<file path="config.mk">
export PLATFORM = sky130hd
export DESIGN_NAME = sinc3_decimator
export DESIGN_NICKNAME = d
export VERILOG_FILES = /design/src/rtl/sinc3_pkg.sv /design/src/rtl/sinc3_rate_ctrl.sv /design/src/rtl/sinc3_integrators.sv /design/src/rtl/sinc3_combs.sv /design/src/rtl/sinc3_decimator.sv
export SDC_FILE = /design/constraint.sdc
export NUM_CORES = 1
export LEC_CHECK = 0
export BUFFER_PORTS_ARGS = -buffer_cell sky130_fd_sc_hd__buf_4
export CAP_MARGIN = 20
export CORE_MARGIN = 3
export CORE_UTILIZATION = 60
export CTS_BUF_LIST = sky130_fd_sc_hd__clkbuf_4 sky130_fd_sc_hd__clkbuf_8
export DETAILED_ROUTE_END_ITERATION = 16
export GPL_TIMING_DRIVEN = 0
export MAX_ROUTING_LAYER = met4
export PLACE_DENSITY = 0.77
export RECOVER_POWER = 25
export SLEW_MARGIN = 15
export SYNTH_ARGS = -nofsm -noshare
export SYNTH_HDL_FRONTEND = slang
export SYNTH_SLANG_ARGS = --single-unit
</file>
<file path="constraint.sdc">
create_clock -name clk -period 31.4 [get_ports clk]
set_input_delay 4.71 -clock clk [delete_from_list [all_inputs] [get_ports clk]]
set_output_delay 4.71 -clock clk [all_outputs]
set_load 0.01 [all_outputs]
</file>
<file path="src/rtl/sinc3_pkg.sv">
package sinc3_pkg;

    localparam int MIN_LOG2  = 4;
    localparam int NUM_RATES = 5;
    localparam int MAX_LOG2  = MIN_LOG2 + NUM_RATES - 1;
    localparam int ORDER     = 3;
    localparam int ACC_W     = 1 + ORDER * MAX_LOG2;
    localparam int OUT_W     = 16;
    localparam int SEL_W     = 3;
    localparam int CNT_W     = MAX_LOG2;
    localparam int SETTLE_WORDS = 3;

    typedef logic [ACC_W-1:0] acc_t;
    typedef logic [OUT_W-1:0] word_t;
    typedef logic [SEL_W-1:0] sel_t;
    typedef logic [CNT_W-1:0] cnt_t;

    // boundary event produced by the rate controller
    typedef struct packed {
        logic tick;     // last modulator clock of a decimation period
        logic restart;  // a new ratio is loaded on this boundary
    } frame_ev_t;

    // registered output word
    typedef struct packed {
        word_t data;
        logic  stb;
        logic  settled;
    } word_out_t;

    function automatic logic sel_legal(sel_t sel);
        return int'(sel) < NUM_RATES;
    endfunction

    function automatic int rate_log2(sel_t sel);
        return MIN_LOG2 + int'(sel);
    endfunction

    function automatic cnt_t last_count(sel_t sel);
        return CNT_W'((1 << rate_log2(sel)) - 1);
    endfunction

    // align the raw difference so full scale lands on 2^(OUT_W-1), then clip
    function automatic word_t scale_word(acc_t raw, sel_t sel);
        int   sh;
        acc_t v;
        acc_t lim;
        sh  = ORDER * rate_log2(sel) - (OUT_W - 1);
        if (sh >= 0) v = raw >> sh;
        else         v = raw << (-sh);
        lim = acc_t'((1 << (OUT_W - 1)) - 1);
        if (v > lim) v = lim;
        return v[OUT_W-1:0];
    endfunction

endpackage

</file>
<file path="src/rtl/sinc3_rate_ctrl.sv">
module sinc3_rate_ctrl
    import sinc3_pkg::*;
#(
    parameter sel_t DEF_SEL = sel_t'(NUM_RATES - 1)
) (
    input  logic      clk,
    input  logic      rst,
    input  sel_t      osr_sel,
    output frame_ev_t ev,
    output sel_t      cur_sel,
    output logic      settled_now
);
    localparam int SEEN_W   = $clog2(SETTLE_WORDS);
    localparam int SEEN_MAX = SETTLE_WORDS - 1;

    cnt_t              phase;
    sel_t              cur;
    logic [SEEN_W-1:0] seen;
    logic              want;

    always_comb begin
        want           = sel_legal(osr_sel) && (osr_sel != cur);
        ev.tick        = (phase == last_count(cur));
        ev.restart     = ev.tick && want;
        settled_now    = (seen == SEEN_W'(SEEN_MAX));
        cur_sel        = cur;
    end

    always_ff @(posedge clk) begin
        if (rst) begin
            phase <= '0;
            cur   <= sel_legal(osr_sel) ? osr_sel : DEF_SEL;
            seen  <= '0;
        end else if (ev.tick) begin
            phase <= '0;
            if (want) begin
                cur  <= osr_sel;
                seen <= '0;
            end else if (!settled_now) begin
                seen <= seen + 1'b1;
            end
        end else begin
            phase <= phase + 1'b1;
        end
    end

endmodule

</file>
<file path="src/rtl/sinc3_integrators.sv">
module sinc3_integrators
    import sinc3_pkg::*;
#(
    parameter int STAGES = ORDER,
    parameter int W      = ACC_W
) (
    input  logic         clk,
    input  logic         rst,
    input  logic         clr,
    input  logic         din,
    output logic [W-1:0] sum_next
);
    logic [STAGES-1:0][W-1:0] acc;
    logic [STAGES-1:0][W-1:0] nxt;

    for (genvar s = 0; s < STAGES; s++) begin : g_stage
        if (s == 0) begin : g_first
            assign nxt[s] = acc[s] + {{(W-1){1'b0}}, din};
        end else begin : g_rest
            assign nxt[s] = acc[s] + nxt[s-1];
        end

        always_ff @(posedge clk) begin
            if (rst || clr) acc[s] <= '0;
            else            acc[s] <= nxt[s];
        end
    end

    assign sum_next = nxt[STAGES-1];

endmodule

</file>
<file path="src/rtl/sinc3_combs.sv">
module sinc3_combs
    import sinc3_pkg::*;
#(
    parameter int STAGES = ORDER,
    parameter int W      = ACC_W
) (
    input  logic         clk,
    input  logic         rst,
    input  logic         tick,
    input  logic         clr,
    input  logic [W-1:0] sample,
    output logic [W-1:0] diff
);
    logic [STAGES-1:0][W-1:0] dly;
    logic [STAGES-1:0][W-1:0] d;

    for (genvar s = 0; s < STAGES; s++) begin : g_stage
        if (s == 0) begin : g_first
            assign d[s] = sample - dly[s];
            always_ff @(posedge clk) begin
                if (rst)                dly[s] <= '0;
                else if (tick && clr)   dly[s] <= '0;
                else if (tick)          dly[s] <= sample;
            end
        end else begin : g_rest
            assign d[s] = d[s-1] - dly[s];
            always_ff @(posedge clk) begin
                if (rst)                dly[s] <= '0;
                else if (tick && clr)   dly[s] <= '0;
                else if (tick)          dly[s] <= d[s-1];
            end
        end
    end

    assign diff = d[STAGES-1];

endmodule

</file>
<file path="src/rtl/sinc3_decimator.sv">
module sinc3_decimator
    import sinc3_pkg::*;
#(
    parameter int   DW      = OUT_W,
    parameter int   SW      = SEL_W,
    parameter sel_t DEF_SEL = sel_t'(NUM_RATES - 1)
) (
    input  logic          clk,
    input  logic          rst,
    input  logic          mod_bit,
    input  logic [SW-1:0] osr_sel,
    output logic [DW-1:0] dout,
    output logic          dout_stb,
    output logic          dout_valid
);
    frame_ev_t ev;
    sel_t      cur_sel;
    logic      settled_now;
    acc_t      sum_next;
    acc_t      diff;
    word_out_t outq;

    sinc3_rate_ctrl #(.DEF_SEL(DEF_SEL)) i_rate (
        .clk         (clk),
        .rst         (rst),
        .osr_sel     (sel_t'(osr_sel)),
        .ev          (ev),
        .cur_sel     (cur_sel),
        .settled_now (settled_now)
    );

    sinc3_integrators #(.STAGES(ORDER), .W(ACC_W)) i_integ (
        .clk      (clk),
        .rst      (rst),
        .clr      (ev.restart),
        .din      (mod_bit),
        .sum_next (sum_next)
    );

    sinc3_combs #(.STAGES(ORDER), .W(ACC_W)) i_comb (
        .clk    (clk),
        .rst    (rst),
        .tick   (ev.tick),
        .clr    (ev.restart),
        .sample (sum_next),
        .diff   (diff)
    );

    always_ff @(posedge clk) begin
        if (rst) begin
            outq <= '0;
        end else begin
            outq.stb <= ev.tick;
            if (ev.tick) begin
                outq.data    <= scale_word(diff, cur_sel);
                outq.settled <= settled_now;
            end
        end
    end

    assign dout       = DW'(outq.data);
    assign dout_stb   = outq.stb;
    assign dout_valid = outq.settled;

endmodule

</file>
Word-level counts from Yosys, hierarchy flattened
Cells that the tools add are included. Widths: inputs -> output; s select.

Word-level logic and storage cells: 55. Register bits after elaboration: 181. Input port bits: 6.

Equality and inequality tests: 4. Shift-type cells: 3. Mux-type cells: 10. Multipliers: 1. Order comparisons: 3. $add $sub $neg: 12. Reduce and logical (&&, ||, !) cells: 10.

Operators with widths (count): $mux 25 (3); $sub 25x25->25 (3); $add 25x25->25 (2); $ge 32x1->1 const B (1); $mul 3x32->32 const A (1); $neg 32->32 (1); $shl 1x32->8 const A (1); $shl 25x32->25 (1); $shr 25x32->25 (1); $sub 32x5->32 const B (1); $add 25x1->25 (1); $gt 25x15->1 const B (1); $mux 16 (1); $mux 3 (4); $add 8x1->8 const B (1); $eq 8x8->1 (1); $sub 8x2->8 const B (1); $add 3x3->4 const A (1); $mux 2 (2); $reduce_and 2->1 (2); $reduce_bool 2->1 (2); $reduce_or 2->1 (2); $logic_and 1x1->1 (3); $lt 3x3->1 const B (1); other kinds (5) (5).

Longest topological paths before layout
Gate-level depths: netlist of run 1.

Depth after elaboration: 12. Depth in mapped cells: 51. Gate-level depth less buffers: 50.

Modules after synthesis
A second synthesis of run 1 with hierarchy kept.

Cell total of the unflattened synthesis: 1986. Area total of the unflattened synthesis: 16683.5 µm².

Modules (own cells, without submodules): sinc3_combs (sequential area each 1501.4 µm², cells each 811, area an instance 6545.0 µm², instances 1); sinc3_integrators (sequential area each 1501.4 µm², cells each 625, area an instance 5303.8 µm², instances 1); sinc3_decimator (sequential area each 360.3 µm², cells each 477, area an instance 4130.2 µm², instances 1); sinc3_rate_ctrl (sequential area each 290.3 µm², cells each 73, area an instance 704.4 µm², instances 1).

Worst setup path before layout of run 1
OpenSTA, ideal clock, no wires.

Path type: input -> register. Start: input mod_bit. End: register outq (netlist bit dout[10]). Slack: 17.746 ns. Data required time: 31.258 ns. Path buffers: 1. Stages on the path: 50. Setup time: 0.142 ns. Arrival: 13.512 ns. Cell sequence: ha_1 -> ha_1 -> ha_1 -> a21o_1 -> a21oi_1 -> o21bai_1 -> a21oi_1 -> o21bai_1 -> a21oi_1 -> o211ai_1 -> nand2_1 -> xnor2_1 -> ha_1 -> nand2_1 -> nor2_1 -> a211oi_2 -> o31ai_4 -> a21o_1 -> (+14 left out) -> nor3_1 -> o21ai_1 -> and2_1 -> xor2_1 -> ha_1 -> a21o_1 -> or3_1 -> a21oi_1 -> nor2_1 -> xor2_1 -> and2_1 -> o31ai_1 -> o31ai_1 -> a2111oi_2 -> nand4_1 -> a21boi_2 -> buf_6 -> a311oi_1.

RTL lines: start, declared (RTL line sinc3_decimator.sv:10) `input logic mod_bit,`; end, declared (RTL line sinc3_decimator.sv:21) `word_out_t outq;`.

==> out/results.ini, run 1 <==
[floorplanning]
start_util = 0.6124
num_io_pins = 24
chipWidth_um = 166.8
fp.dieH_um = 166.8
core_area_sq_um = 25330
die-area_sq_um = 27820
core.rowCount = 58

[clock_network]
clock_latency_ps = 500
cts_setup_buffers = 0
cts-htree-levels = 4
postCtsHoldBufs = 0
cts_tree = done
cts_resized = 0
clk_pin_slew_worst_paths_ps = 130
clock_tree.root_cell = clkbuf_8
cts_buffers = 17
cts_buffer_depth = 2
cts_sinks = 181

[yosys]
synth.most_common_cell = nand2_1
yosysUniqueCellTypes = 95
syn-cell-area_sq_um = 15510
syn_inst = 2067
yosysSeqAreaShare = 0.2355
synthTopCellsByArea = dfxtp_1, ha_1, a21oi_1, nand2_1, xnor2_1
syn-num-nets = 2221
synth_top_area_share = 0.2297
synth_edf_count = 3
ys_warn_count = 0
synth.largest_area_cell = dfxtp_1
syn_area_per_cell_sq_um = 7.504
synth-main-ff-cell = dfxtp_1
ys_seq_elements = 181
synth_commonest_cells = nand2_1, nor2_1, a21oi_1
synthArstFlopShare = 0

[timing]
tightestPinTransition_ps = 1070
setup_viol = 0
drv_slew = 0
layout_worst_path_cycle_share = 0.4749
grt_setup_unrepaired = no
hold_viol = 0
setup_tns_ps = 0
period_needed_ps = 14910
slew_headroom = 0.2775
fmax_ghz = 0.06706
clock_skew_ps = 28.81
setup_ws_ps = 16490

[place]
dp_cells = 2420
place.gp.congestion = 1.013
numPortBuffers = 23
hpwl_um = 38020
place_ws_ps = 16210

[cells_and_area]
fin_cells = 2452
diodes = 0
nets = 2263
drive_gt1_frac = 0.03582
syn_to_final_growth_pct = 5.929

[drt]
drtIter0Drc = 1609
wire_per_inst_um = 19.57
routed_wl_um = 47980
drc = 0
dr.pass1.iters = 6
vias = 15550
ant_nets = 0
vias_per_cell = 6.340

[critical_path]
worstSetupEndpointType = flip-flop
crit_slowest_cell = nor4_1
ff2ff_setup_slack_ps = 20530
crit_type = in2reg
crit_start = mod_bit
worstPathArrival_ps = 15270
reg2reg_depth = 49
timing.rr.start = i_integ.acc[0]
crit_fanout = 10
r2r-end = dout[8]
crit_end = dout[8]
cp_data_required_time_ps = 31760
crit_path_start_kind = input port
max_stage_delay_ps = 530

[global_route]
antenna_found_initial = 0
grt_overflow_total = 0
grt_pass1_vias = 14400
grt_pass1_wl_um = 76530
grt_max_degree = 21
track_usage = 0.3449

[status]
status = complete, no violations

[run]
drv_cap = 0

[worst_hold_path]
hold_start = i_comb.dly[44]
hp-class = reg2reg

-- cell usage in the layout (no fill, tap or decap), types with 20 or more instances in the layout --
cell type	instances
xnor2_1	95
nor2_1	211
nand3_1	30
nor2b_1	21
a211oi_1	45
and2_1	96
mux2i_1	20
a31oi_1	24
nor3_1	30
clkbuf_1	102
a21o_1	41
xor2_1	38
nand2_1	253
ha_1	141
inv_1	131
a21oi_1	191
dfxtp_1	178
o21ai_0	80
-- registers in the layout, summed over array words and instances, names as in the netlist --
name and cells:
i_rate.cur_sel 3, dout 16, dout_stb 1, i_rate.phase 8, i_integ.acc 75, i_comb.dly 75, dout_valid 1, i_rate.seen 2
-- logic make-up (layout without fill, tap and decap cells) --
kind of cell	after synthesis	in the layout	share of synthesized area
AOI/OAI and AO/OA	605	605	0.2622
xor gates and xnor gates	138	138	0.08212
buffers and inverters	226	281	0.05525
DFF	181	181	0.2355
muxes	26	26	0.01871
and+or+nand+nor	743	743	0.2234
adders and majority gates	148	148	0.1228
-- how the worst min path moves through the flow --
| stage | endpoint | slack [ps] | cells after the start |
|---|---|---|---|
| after global routing | i_comb.dly[44] | 480 | 2 |
| after floorplan | i_rate.phase[0] | 430 | 1 |
| final | i_comb.dly[44] | 460 | 2 |
| after detailed placement | i_comb.dly[44] | 440 | 2 |
| after global placement | i_comb.dly[71] | 440 | 2 |
| after CTS | i_comb.dly[44] | 460 | 2 |
-- routing by layer --
metal | global-route usage | wire, um | part of all wire | up-vias
met1 | 0.5037 | 22980 | 0.48 | 7476
met3 | 0.05459 | 3771 | 0.079 | 55
met4 | 0.06671 | 565 | 0.012 | 0
li1 | - | - | - | 7435
met5 | - | 0 | 0 | -
met2 | 0.5085 | 20670 | 0.43 | 579
-- stage by stage --
step                      utilization  hold WS (ps)  cell area, sq um
final                          0.6488         458.6             16430
after global routing           0.6488         475.2             16430
after CTS                      0.6517         457.0             16510
after detailed placement       0.6356         443.0             16100
after global placement         0.6356         439.6             16100
after floorplan                     -         430.0             15510
-- cell type report --
type | instances | area [sq um]
flip-flops and latches | 181 | 3654
repair buffers | 23 | 97.59
plain buffers | 93 | 357.8
multi-input cells | 1660 | 11000
clock buffers | 17 | 234.0
well taps | 330 | 412.9
inverters | 133 | 499.2
fillers | 2167 | 8896
clock inverters | 15 | 175.2
-- worst max-delay path: cells and delay by family --
| kind | cells | cell delay [ps] |
|---|---|---|
| simple gates | 13 | 2450 |
| fa+ha+maj | 7 | 2120 |
| xor+xnor | 4 | 810 |
| compound gates | 24 | 4870 |
| buf+inv | 2 | 310 |
Power of run 1 is not shown: default switching activity piles up to over one toggle a cycle in this logic, so the estimate is an artifact.
==> run 2, diff against run 1 <==
==> constraint.sdc (replaced) <==
create_clock -name clk -period 14.45 [get_ports clk]
set_input_delay 2.1675 -clock clk [delete_from_list [all_inputs] [get_ports clk]]
set_output_delay 2.1675 -clock clk [all_outputs]
set_load 0.01 [all_outputs]
==> run 2 against run 1 <==
  * Final cell count stayed put
  * Wire length hardly changed
  * Die area unchanged
  * Critical path type unchanged
  * First-iteration DRC count shrank 0.12%
  * Worst hold slack is essentially flat
  * Count of clock-buffer cells in the layout stayed put
  * Sequential share of layout area about the same
  * Clock skew fell by 0.58 ps
  * Worst setup slack worse by 14000 ps
  * Final area barely moved
==> out/results.ini, run 2 (same netlist as run 1, synthesis figures left out) <==
[floorplanning]
core_area_sq_um = 25330
core.rowCount = 58
num_io_pins = 24
die-area_sq_um = 27820
fp.dieH_um = 166.8
chipWidth_um = 166.8
start_util = 0.6124

[clock_network]
clock_tree.root_cell = clkbuf_8
clk_pin_slew_worst_paths_ps = 130
cts_setup_buffers = 0
cts_sinks = 181
postCtsHoldBufs = 0
cts_resized = 0
cts_tree = done
clock_latency_ps = 500
cts_buffers = 17
cts-htree-levels = 4
cts_buffer_depth = 2

[timing]
drv_slew = 0
tightestPinTransition_ps = 1056
hold_ws_ps = 458.6
setup_tns_ps = 0
hold_viol = 0
setup_viol = 0
grt_setup_unrepaired = no
slew_headroom = 0.2872
clock_skew_ps = 28.23
period_needed_ps = 12390
fmax_ghz = 0.08069
layout_worst_path_cycle_share = 0.8577

[critical_path]
crit_type = in2reg
crit_path_start_kind = input port
worstSetupEndpointType = flip-flop
worstPathArrival_ps = 12750
crit_buf_inv = 2
cp_data_required_time_ps = 14810
cpLargestDelayFamily = compound AO/OA/AOI/OAI gates
max_stage_delay_ps = 510
crit_slowest_cell = nor4_1
crit_fanout = 10

[drt]
dr.pass1.iters = 6
wire_per_inst_um = 19.56
ant_nets = 0
vias_per_cell = 6.329
routed_wl_um = 47960
drtIter0Drc = 1607
drc = 0
vias = 15520

[cells_and_area]
drive_gt1_frac = 0.03534
layout_commonest_cell = nand2_1
syn_to_final_growth_pct = 5.921
diodes = 0
nets = 2263
layout_common_cells = nand2_1, nor2_1, a21oi_1

[place]
hpwl_um = 38020
numPortBuffers = 23
place.gp.congestion = 1.013

[run]
drv_cap = 0

[global_route]
grt_pass1_vias = 14400
track_usage = 0.3449
grt_overflow_total = 0
grt_pass1_wl_um = 76530
grt_max_degree = 21
antenna_found_initial = 0

[status]
status = complete, no violations

[worst_hold_path]
hp-class = reg2reg

run 2: cell types whose count changed in the layout (fill, tap and decap cells not counted), sizes merged:
cell	previous run	this run
clkbuf	119	121
buf	14	12
run 2: tightest hold or removal path: stages (launching register included):
cell and delay (ps):
dfxtp_1 320, nand2_1 50, a21oi_1 50
run 2: stage by stage:
stage	utilization	setup slack (ps)	std cells	instance area [sq um]
2_1_floorplan	-	3338	2067	15510
3_3_place_gp	0.6356	1963	2420	16100
3_5_place_dp	0.6356	1807	2420	16100
4_1_cts	0.6517	2277	2452	16510
5_1_grt	0.6487	1267	2452	16430
6_report	0.6487	2057	2452	16430
run 2: final timing paths:
kind	startpoint	slack, ps	cells past startpoint	endpoint
setup / recovery	mod_bit	2060	50	dout[8]
hold / removal	i_comb.dly[44]	460	2	i_comb.dly[44]
setup reg to reg	i_integ.acc[0]	3550	49	dout[8]
hold reg to reg	i_comb.dly[44]	460	2	i_comb.dly[44]
run 2: layer usage:
| layer | routed length, um | share of wire | track usage |
|---|---|---|---|
| met4 | 575 | 0.012 | 0.06671 |
| met3 | 3870 | 0.081 | 0.05459 |
| met1 | 22980 | 0.48 | 0.5037 |
| met5 | 0 | 0 | - |
| met2 | 20530 | 0.43 | 0.5085 |
run 2: final cells by class:
type / instances / area [sq um]
buffer: 93 / 356.6
inverter: 133 / 499.2
tap: 330 / 412.9
sequential: 181 / 3654
clock buffer: 17 / 234.0
multi-input combinational: 1660 / 11000
fill: 2168 / 8897
clock inverter: 15 / 175.2
timing repair buffer: 23 / 97.59
Power of run 2 is left out for the same reason.
==> run 3, diff against run 2 <==
==> constraint.sdc (replaced) <==
create_clock -name clk -period 14.9 [get_ports clk]
set_input_delay 2.235 -clock clk [delete_from_list [all_inputs] [get_ports clk]]
set_output_delay 2.235 -clock clk [all_outputs]
set_load 0.01 [all_outputs]
==> run 3 against run 2 <==
  * Sequential cell count stayed put
  * Worst setup slack better by 380 ps
  * Register-to-register slack gained 450 ps
  * Critical endpoint unchanged
  * Non-clock buffer count unchanged
  * Clock skew down 0.53 ps
==> out/results.ini, run 3 (same netlist as run 1, synthesis figures left out) <==
[status]
status = complete, no violations

[critical_path]
reg2reg_depth = 49
timing.rr.start = i_integ.acc[0]
r2r-end = dout[8]
crit_type = in2reg
worstSetupEndpointType = flip-flop
crit_slowest_cell = nor4_1
crit_path_start_kind = input port
crit_fanout = 10
ff2ff_setup_slack_ps = 4000
cp_data_required_time_ps = 15260
worstPathArrival_ps = 12820
max_stage_delay_ps = 510

[clock_network]
cts_setup_buffers = 0
postCtsHoldBufs = 0
clock_latency_ps = 490
cts-htree-levels = 4
cts_tree = done
cts_resized = 0
cts_buffers = 17
cts_buffer_depth = 2
clock_tree.root_cell = clkbuf_8
clk_pin_slew_worst_paths_ps = 130
cts_sinks = 181

[timing]
setup_tns_ps = 0
tightestPinTransition_ps = 1102
period_needed_ps = 12460
slew_headroom = 0.2559
layout_worst_path_cycle_share = 0.8366
clock_skew_ps = 27.70
hold_viol = 0
grt_setup_unrepaired = no
fmax_ghz = 0.08022
setup_viol = 0
drv_slew = 0

[global_route]
grt_pass1_vias = 14400
antenna_found_initial = 0
grt_max_degree = 21
grt_overflow_total = 0
grt_pass1_wl_um = 76530
track_usage = 0.3449

[floorplanning]
die-area_sq_um = 27820
chipWidth_um = 166.8
num_io_pins = 24
fp.dieH_um = 166.8
core_area_sq_um = 25330
start_util = 0.6124
core.rowCount = 58

[drt]
ant_nets = 0
vias_per_cell = 6.336
wl_met3_um = 3923
wire_per_inst_um = 19.58
wl_met2_um = 20620
wl_met1_um = 22920
vias = 15540
drc = 0
dr.pass1.iters = 6
routed.top_layer = met4
drtIter0Drc = 1612
routed_wl_um = 48000

[worst_hold_path]
hp-class = reg2reg
hold_start = i_comb.dly[44]
hold_path_depth = 2
hold_end = i_comb.dly[44]

[cells_and_area]
diodes = 0
syn_to_final_growth_pct = 5.921
nets = 2263
layout_commonest_cell = nand2_1
drive_gt1_frac = 0.03534
layout_common_cells = nand2_1, nor2_1, a21oi_1

[run]
drv_cap = 0

[place]
numPortBuffers = 23
hpwl_um = 38020
place.gp.congestion = 1.013

## run 3: changes by cell type in the layout (fill, tap and decap cells not counted)
| cell | change |
|---|---|
| and2_1 | -1 |
| and2_0 | +1 |
## run 3: per-layer routing
layer,global-route usage,vias to the layer above
met4,0.06671,0
met5,-,-
met2,0.5085,580
met3,0.05459,52
met1,0.5037,7470
li1,-,7435
## run 3: layout make-up
type | instances | area, sq um
multi-input combinational | 1660 | 11000
tap | 330 | 412.9
fill | 2168 | 8897
inverter | 133 | 499.2
sequential | 181 | 3654
clock inverter | 15 | 175.2
timing repair buffer | 23 | 97.59
clock buffer | 17 | 234.0
buffer | 93 | 356.6
## run 3: worst max-delay path, delay by kind of cell
kind | cells | cell delay [ps]
compound gates | 24 | 4880
xor+xnor | 4 | 820
buf+inv | 2 | 310
fa+ha+maj | 7 | 2130
simple gates | 13 | 2460
## run 3: stage by stage
stage / std cells / instance area (sq um) / hold WS [ps] / setup slack, ps / utilization
after detailed placement: 2420 / 16100 / 443.0 / 2189 / 0.6356
after floorplan: 2067 / 15510 / 430.0 / 3721 / -
after CTS: 2452 / 16510 / 457.0 / 2659 / 0.6517
final: 2452 / 16430 / 458.6 / 2435 / 0.6487
after global placement: 2420 / 16100 / 439.6 / 2345 / 0.6356
after global routing: 2452 / 16430 / 475.2 / 1649 / 0.6487
## run 3: worst max path at each step
stage,to,from,cells past startpoint
final,dout[8],mod_bit,50
after global routing,dout[10],mod_bit,50
after CTS,dout[13],mod_bit,50
after detailed placement,dout[13],mod_bit,50
after global placement,dout[8],mod_bit,50
after floorplan,dout[10],mod_bit,50
Power of run 3 is left out for the same reason.
